--- src/rtl/burst_pkg.sv ---
package burst_pkg;
    typedef enum logic {
        ST_IDLE,
        ST_BURST
    } burst_state_e;

    typedef enum logic [1:0] {
        CMD_HOLD,
        CMD_STEP,
        CMD_LOAD,
        CMD_DROP
    } burst_cmd_e;
endpackage

--- src/rtl/burst_strobe_decode.sv ---
module burst_strobe_decode
    import burst_pkg::*;
(
    input  logic       cs_a_n,
    input  logic       cs_b,
    input  logic       cs_c_n,
    input  logic       proc_strb_n,
    input  logic       ctrl_strb_n,
    input  logic       adv_n,
    output burst_cmd_e cmd
);
    logic chip_en;
    logic proc_act;
    logic ctrl_act;

    always_comb begin
        chip_en  = !cs_a_n && cs_b && !cs_c_n;
        proc_act = !proc_strb_n && !cs_a_n;   // processor strobe masked by enable A
        ctrl_act = !ctrl_strb_n;
        if (proc_act || ctrl_act) begin
            cmd = chip_en ? CMD_LOAD : CMD_DROP;
        end else begin
            cmd = adv_n ? CMD_HOLD : CMD_STEP;
        end
    end
endmodule

--- src/rtl/burst_beat_counter.sv ---
module burst_beat_counter
    import burst_pkg::*;
#(
    parameter int BEAT_W = 2
) (
    input  logic              clk,
    input  logic              rst,
    input  burst_cmd_e        cmd,
    output logic [BEAT_W-1:0] beat
);
    always_ff @(posedge clk) begin
        if (rst) begin
            beat <= '0;
        end else begin
            unique case (cmd)
                CMD_LOAD: beat <= '0;
                CMD_STEP: beat <= beat + 1'b1;
                default:  beat <= beat;
            endcase
        end
    end
endmodule

--- src/rtl/burst_order_map.sv ---
module burst_order_map #(
    parameter int BEAT_W = 2
) (
    input  logic [BEAT_W-1:0] start,
    input  logic [BEAT_W-1:0] beat,
    input  logic              order_il,
    output logic [BEAT_W-1:0] low
);
    always_comb begin
        if (order_il) begin
            low = start ^ beat;
        end else begin
            low = start + beat;
        end
    end
endmodule

--- src/rtl/burst_addr_gen.sv ---
module burst_addr_gen
    import burst_pkg::*;
#(
    parameter int ADDR_W = 17,
    parameter int BEAT_W = 2
) (
    input  logic              clk,
    input  logic              rst,
    input  logic              cs_a_n,
    input  logic              cs_b,
    input  logic              cs_c_n,
    input  logic              proc_strb_n,
    input  logic              ctrl_strb_n,
    input  logic              adv_n,
    input  logic              order_il,
    input  logic [ADDR_W-1:0] addr_in,
    output logic [ADDR_W-1:0] addr_out,
    output logic              selected
);
    localparam int HIGH_W = ADDR_W - BEAT_W;

    burst_cmd_e        cmd;
    burst_state_e      state_q;
    burst_state_e      state_d;
    logic [BEAT_W-1:0] beat;
    logic [BEAT_W-1:0] low;
    logic [ADDR_W-1:0] base_q;

    burst_strobe_decode u_decode (
        .cs_a_n      (cs_a_n),
        .cs_b        (cs_b),
        .cs_c_n      (cs_c_n),
        .proc_strb_n (proc_strb_n),
        .ctrl_strb_n (ctrl_strb_n),
        .adv_n       (adv_n),
        .cmd         (cmd)
    );

    burst_beat_counter #(.BEAT_W(BEAT_W)) u_beat (
        .clk  (clk),
        .rst  (rst),
        .cmd  (cmd),
        .beat (beat)
    );

    burst_order_map #(.BEAT_W(BEAT_W)) u_order (
        .start    (base_q[BEAT_W-1:0]),
        .beat     (beat),
        .order_il (order_il),
        .low      (low)
    );

    // next-state logic
    always_comb begin
        state_d = state_q;
        unique case (state_q)
            ST_IDLE:  if (cmd == CMD_LOAD) state_d = ST_BURST;
            ST_BURST: if (cmd == CMD_DROP) state_d = ST_IDLE;
            default:  state_d = ST_IDLE;
        endcase
    end

    // state register and captured start address
    always_ff @(posedge clk) begin
        if (rst) begin
            state_q <= ST_IDLE;
            base_q  <= '0;
        end else begin
            state_q <= state_d;
            if (cmd == CMD_LOAD) begin
                base_q <= addr_in;
            end
        end
    end

    // outputs
    always_comb begin
        selected = (state_q == ST_BURST);
        addr_out = {base_q[ADDR_W-1:BEAT_W], low};
    end

    if (HIGH_W < 1) begin : g_bad_width
        initial $error("ADDR_W must exceed BEAT_W");
    end
endmodule

--- config.mk ---
export PLATFORM = sky130hd
export DESIGN_NAME = burst_addr_gen
export DESIGN_NICKNAME = d
export VERILOG_FILES = /design/src/rtl/burst_pkg.sv /design/src/rtl/burst_strobe_decode.sv /design/src/rtl/burst_beat_counter.sv /design/src/rtl/burst_order_map.sv /design/src/rtl/burst_addr_gen.sv
export SDC_FILE = /design/constraint.sdc
export NUM_CORES = 1
export LEC_CHECK = 0
export BUFFER_PORTS_ARGS = -buffer_cell sky130_fd_sc_hd__buf_4
export CAP_MARGIN = 20
export CORE_ASPECT_RATIO = 1.1
export CORE_UTILIZATION = 40
export CTS_CLUSTER_DIAMETER = 60
export CTS_CLUSTER_SIZE = 24
export DETAILED_ROUTE_END_ITERATION = 10
export PLACE_DENSITY = 0.76
export SETUP_SLACK_MARGIN = 0.2
export SYNTH_ARGS = -nofsm -noshare
export SYNTH_HDL_FRONTEND = slang
export SYNTH_SLANG_ARGS = --single-unit
export TNS_END_PERCENT = 100
--- constraint.sdc ---
create_clock -name clk -period 2.05 [get_ports clk]
set_input_delay 0.615 -clock clk [delete_from_list [all_inputs] [get_ports clk]]
set_output_delay 0.615 -clock clk [all_outputs]
set_load 0.005 [all_outputs]
==> run metrics, run 1 <==
worst endpoint data arrival time=2.05 ns; syn_nets=122; routed vias=710; vias in the first global route=671; layout cells sized above 1=0.5078; count leader, synth=dfxtp_1; Hold Path Class=flip-flop to flip-flop; top cell type's share of synthesized area=0.4444; RSZ-0062 raised after global routing=true; Clock Latency Late Sink=0.29 ns; fin cells=156; num rows=17; Residual DRC=0; Post-DP HPWL=1370 um; clock share of power=0.361; minimum clock period=1.818 ns; first-pass GRT wire length=2849 um; full die area=2446 sq um; DRT iter0 DRCs=3; post-synth top area cell=dfxtp_1; # diodes=0; Avg Cell Area, Syn=9.584 sq um; post-synthesis register bit count=20; combinational power share=0.166; clk buf depth=2; Max Clk Rate=550.2 MHz; outcome=completed; GRT Util Overall=0.1649; register share of total power=0.473; Die X=47.25 um; gr ovfl total=0; CTS Sinks=20; antenna-violating nets left=0; clk slew on worst S/H paths=0.11 ns; initial antenna violation count=0; post-synthesis async set-or-reset flop share=0; Core ar.=2063 sq um; register area share after synthesis=0.4444; Cell variety after synth=19; synth cell count leaders=dfxtp_1 (20), nor2_1 (18), mux2i_1 (17); switching part of the total=0.2113; relative slew slack=0.8653; Leak=0.5782 nW; io pins=44; worst-path fanout max=3; final-report setup violation count=0; Largest stage delay, worst path=0.48 ns; Internal=0.6936 mW; input/output buffers=43; Die Ht=51.78 um; startpoint types=input pin; cts hold-fix bufs=0; total power=0.8794 mW; Crit. End Element=flip-flop; Peak VDD IR=0.5229 mV; gp weighted congestion=0.6521; TritonCTS Buffers=3; Tcrit/Tclk final=0.8866; R2R Path Start=u_beat.beat[0]; Synth area leaders=dfxtp_1 (44%), mux2i_1 (19%), buf_4 (13%); worst slew pin tran=0.2011 ns; number of synthesized flops with an enable pin=0; largest net degree at the start of global routing=21; wire length per cell=11.49 um; CTS H-Tree Depth=1; Critical Path RT=2.28 ns; crit path from=cs_a_n; Total Nets Final=157; Post-Route Utilization=0.6240; final WL=1793 um; skew final=0.00003614 ns; Fin. Hold Viols=0; Net Switching=0.1858 mW; Top FF cell, synth=dfxtp_1; Yosys warnings=0; Post-Syn Area=900.9 sq um; Layout area overhead=42.92%; Placed Cells=151; drt pass-1 iters=4; Critical-path top delay cell=or4_4; clock root buffer=clkbuf_4; CTS tree=done; worst path cell trace=buf_4 > o21a_4 > inv_2 > nand3_2 > o21ai_1 > ha_1 > or4_4 > a21oi_2; max-slew violations=0; Via density=4.551; Initial Util=0.4366; power per cell area=683.0 nW/um^2; Gate Count Post-Synth=94; Setup CP Type=input pin to flip-flop; MaxCap Viol Count=0
-- timing repair --
item,4_1_cts,5_1_grt
setup endpoints to repair,1,3
pin swaps,1,2
resized for setup,6,6
setup buffers,1,0
-- registers in the layout (all words and copies together) (netlist names), named ones only --
name         count
base_q          17
u_beat.beat      2
-- worst max-delay path: cells and delay by family --
kind / cells / cell delay, ns
adders and majority gates: 1 / 0.26
buffers and inverters: 2 / 0.18
AOI/OAI and AO/OA: 3 / 0.44
and+or+nand+nor: 2 / 0.54
-- cell families (layout without fill, tap and decap cells) --
kind of cell / Yosys count / in the layout / share of synthesized area
compound gates: 6 / 6 / 0.04027
xor+xnor: 2 / 2 / 0.01945
fa+ha+maj: 2 / 2 / 0.02777
buf+inv: 21 / 55 / 0.1556
flops: 20 / 20 / 0.4444
mux: 17 / 17 / 0.1889
simple gates: 26 / 26 / 0.1236
-- layout by cell type, fill, tap and decap left out, types with 2 or more instances in the layout --
cell,netlist,final
a21oi_1,3,2
buf_4,16,49
clkbuf_4,0,3
dfxtp_1,20,18
mux2i_1,17,17
nand2_1,3,3
nor2_1,18,18
xnor2_2,0,2
-- power groups by stage --
stage | Combinational [mW] | Clock, mW | Sequential, mW
after floorplan | 0.0805 | 0 | 0.422
after global placement | 0.135 | 0 | 0.424
after detailed placement | 0.140 | 0 | 0.425
after CTS | 0.143 | 0.333 | 0.416
after global routing | 0.163 | 0.345 | 0.418
final | 0.146 | 0.317 | 0.416
-- path summary, 6_finish.rpt --
| check | endpoint | slack [ns] | depth (start not counted) |
|---|---|---|---|
| hold / removal | flip-flop | 0.47 | 2 |
| hold reg to reg | flip-flop | 0.47 | 2 |
| setup reg to reg | u_beat.beat[0] | 0.82 | 3 |
| setup / recovery | u_beat.beat[0] | 0.23 | 8 |
-- cell type report --
class	instances	area [sq um]
Sequential cell	20	405.4
Clock inverter	1	30.03
Clock buffer	3	22.52
Inverter	2	7.507
Multi-Input combinational cell	53	419.2
Timing Repair Buffer	49	367.9
Tap cell	28	35.03
Fill cell	197	775.7
-- routing by layer --
| metal | share of wire | up-vias | global-route usage |
|---|---|---|---|
| li1 | - | 365 | - |
| met1 | 0.39 | 324 | 0.1867 |
| met2 | 0.56 | 19 | 0.2945 |
| met3 | 0.034 | 2 | 0.03125 |
| met4 | 0.0073 | 0 | 0.05714 |
| met5 | 0 | - | 0 |
-- stage by stage --
step | hold WS, ns | setup WS (ns) | setup TNS [ns] | area, sq um
6_report | 0.4670 | 0.2325 | 0 | 1287
3_5_place_dp | 0.4526 | -0.1038 | -0.1248 | 1175
3_3_place_gp | 0.4556 | 0.01161 | 0 | 1175
5_1_grt | 0.4852 | 0.1713 | 0 | 1287
4_1_cts | 0.4715 | 0.2050 | 0 | 1259
2_1_floorplan | 0.4527 | 0.1123 | 0 | 918.4
No activity file was read; power rests on OpenSTA's default activity.
==> run 2, diff against run 1 <==
Settings changed: CORE_ASPECT_RATIO 1.1 to 1.5, SKIP_LAST_GASP set to 1.
==> run metrics, run 2 (same netlist as run 1, synthesis figures left out) <==
outcome=completed; Setup CP Type=input pin to flip-flop; power per cell area=600.0 nW/um^2 (-12%); Via density=4.725 (+3.8%); reg-to-reg setup timing slack=0.85 ns (+0.03 ns); worst endpoint data arrival time=2.04 ns (about the same); Initial Util=0.4337 (-0.002893); most common cell after layout, fill and taps aside=buf_4; Clock Latency Late Sink=0.29 ns (about the same); Hold Path Class=flip-flop to flip-flop; TritonCTS Buffers=3 (unchanged); vias in the first global route=681 (+1.5%); design area=1231 sq um (-4.4%); worst-path fanout max=3 (unchanged); CTS H-Tree Depth=1 (unchanged); worst reg2reg endpoint=u_beat.beat[0]; fill count=192 (-2.5%); Max Clk Rate=551.2 MHz (+0.18%); RSZ-0062 raised after global routing=true; gp weighted congestion=0.5870 (-10%); clock root buffer=clkbuf_4; final-report setup violation count=0 (unchanged); Leak=0.5546 nW (-4.1%); Placed Cells=145 (-4.0%); Peak VDD IR=0.3887 mV (-26%); input/output buffers=43 (unchanged); Core ar.=2077 sq um (+0.67%); DRT iter0 DRCs=1 (-2); # diodes=0 (unchanged); first-pass GRT wire length=2573 um (-9.7%); Crit. End Element=flip-flop; Post-DP Area=1167 sq um (-0.64%); minimum clock period=1.814 ns (-0.003233 ns); wire length per cell=11.56 um (+0.61%); Biggest register=base_q; cts hold-fix bufs=0 (unchanged); slack of the critical path=0.2357 ns (+0.003233 ns); Critical Path RT=2.27 ns (about the same); layout cells sized above 1=0.4882 (-0.01962); Tcrit/Tclk final=0.8850 (-0.001577); drt pass-1 iters=2 (-2); clk buf depth=2 (unchanged); Die Ht=60.12 um (+16%); max FFs per register=17 (unchanged); startpoint types=input pin; initial antenna violation count=0 (unchanged); largest net degree at the start of global routing=21 (unchanged); CTS tree=done; gr ovfl total=0 (unchanged); worst slew pin tran=0.2091 ns (+0.008040 ns); clk slew on worst S/H paths=0.10 ns (about the same); antenna-violating nets left=0 (unchanged); routed vias=704 (-0.85%); Post-Place Setup Slack=-0.06710 ns (+0.03670 ns); num rows=20 (+3); Post-Route Utilization=0.5928 (-0.03124); io pins=44 (unchanged); fin cells=149 (-4.5%); Fin. Hold Viols=0 (unchanged); relative slew slack=0.8606 (-0.004700); final WL=1723 um (-3.9%); skew final=0.0002369 ns (+0.0002008 ns); Residual DRC=0 (unchanged); Total Nets Final=157 (unchanged); R2R Path Start=u_beat.beat[0]; GRT Util Overall=0.1558 (-0.009083); CTS Sinks=20 (unchanged); biggest regs=base_q (17), u_beat.beat (2); WHS Path Cells=2 (unchanged); full die area=2450 sq um (+0.14%); Post-DP HPWL=1337 um (-2.4%); Layout area overhead=36.67%; commonest non-fill, non-tap cells in the layout=buf_4 (49), nor2_1 (18), dfxtp_1 (18); crit path from=cs_a_n; max-slew violations=0 (unchanged); Die X=40.75 um (-14%); reg2reg path depth=3 (unchanged); MaxCap Viol Count=0 (unchanged)
[run 2: cell types whose count changed in the layout (fill, tap and decap cells not counted)]
cell       delta
xnor2_1       +2
nor3b_2       -1
o21ai_1       -1
nor3b_1       +1
xnor2_2       -2
bufinv_16     -1
o21ai_2       +1
dfxtp_4       -1
dfxtp_2       +1
[run 2: worst max-delay path by stage]
stage                           endpoint  slack (ns)  cells after the start
after floorplan           u_beat.beat[0]        0.11                      7
after global placement    u_beat.beat[0]       0.009                      8
after detailed placement  u_beat.beat[0]       -0.07                      8
after CTS                    addr_out[1]        0.21                      4
after global routing      u_beat.beat[1]        0.18                     10
final                     u_beat.beat[0]        0.24                      8
[run 2: what timing repair did]
action | CTS | global route
setup endpoints to repair | 1 | 3
resized for setup | 1 | 8
buffers inserted | 1 | 0
pin swaps | 0 | 3
[run 2: power by group]
part           total [mW]  internal, mW  leakage [nW]  switching, mW
registers           0.416         0.406         0.164        0.00964
clock network       0.179        0.0682        0.0138          0.111
logic               0.144        0.0891         0.377         0.0544
[run 2: routing by layer]
| metal | wire (um) | vias to the layer above | part of all wire | global-route usage |
|---|---|---|---|---|
| li1 | - | 359 | - | - |
| met1 | 653 | 315 | 0.38 | 0.1395 |
| met2 | 952 | 30 | 0.55 | 0.3039 |
| met3 | 117 | 0 | 0.068 | 0.02602 |
| met4 | 0 | 0 | 0 | 0.07143 |
| met5 | 0 | - | 0 | 0 |
[run 2: worst max-delay path, cell delays in order]
cell and delay (ns):
buf_4 0.12, o21a_4 0.21, inv_2 0.08, nand3_2 0.08, o21ai_2 0.07, ha_1 0.25, or4_4 0.49, a21oi_2 0.13
[run 2: metrics by stage]
stage / power (mW) / setup TNS [ns] / hold WS (ns)
6_report: 0.7387 / 0 / 0.4903
5_1_grt: 0.7753 / 0 / 0.5059
4_1_cts: 0.7476 / 0 / 0.4966
3_5_place_dp: 0.5635 / -0.08114 / 0.4811
3_3_place_gp: 0.5586 / 0 / 0.4531
2_1_floorplan: 0.5023 / 0 / 0.4527
[run 2: layout make-up]
class / instances / area [sq um] / share of cell area
Tap cell: 22 / 27.53 / 0.02236
Inverter: 2 / 7.507 / 0.006098
Timing Repair Buffer: 49 / 367.9 / 0.2988
Multi-Input combinational cell: 53 / 402.9 / 0.3272
Clock buffer: 3 / 22.52 / 0.01829
Sequential cell: 20 / 402.9 / 0.3272
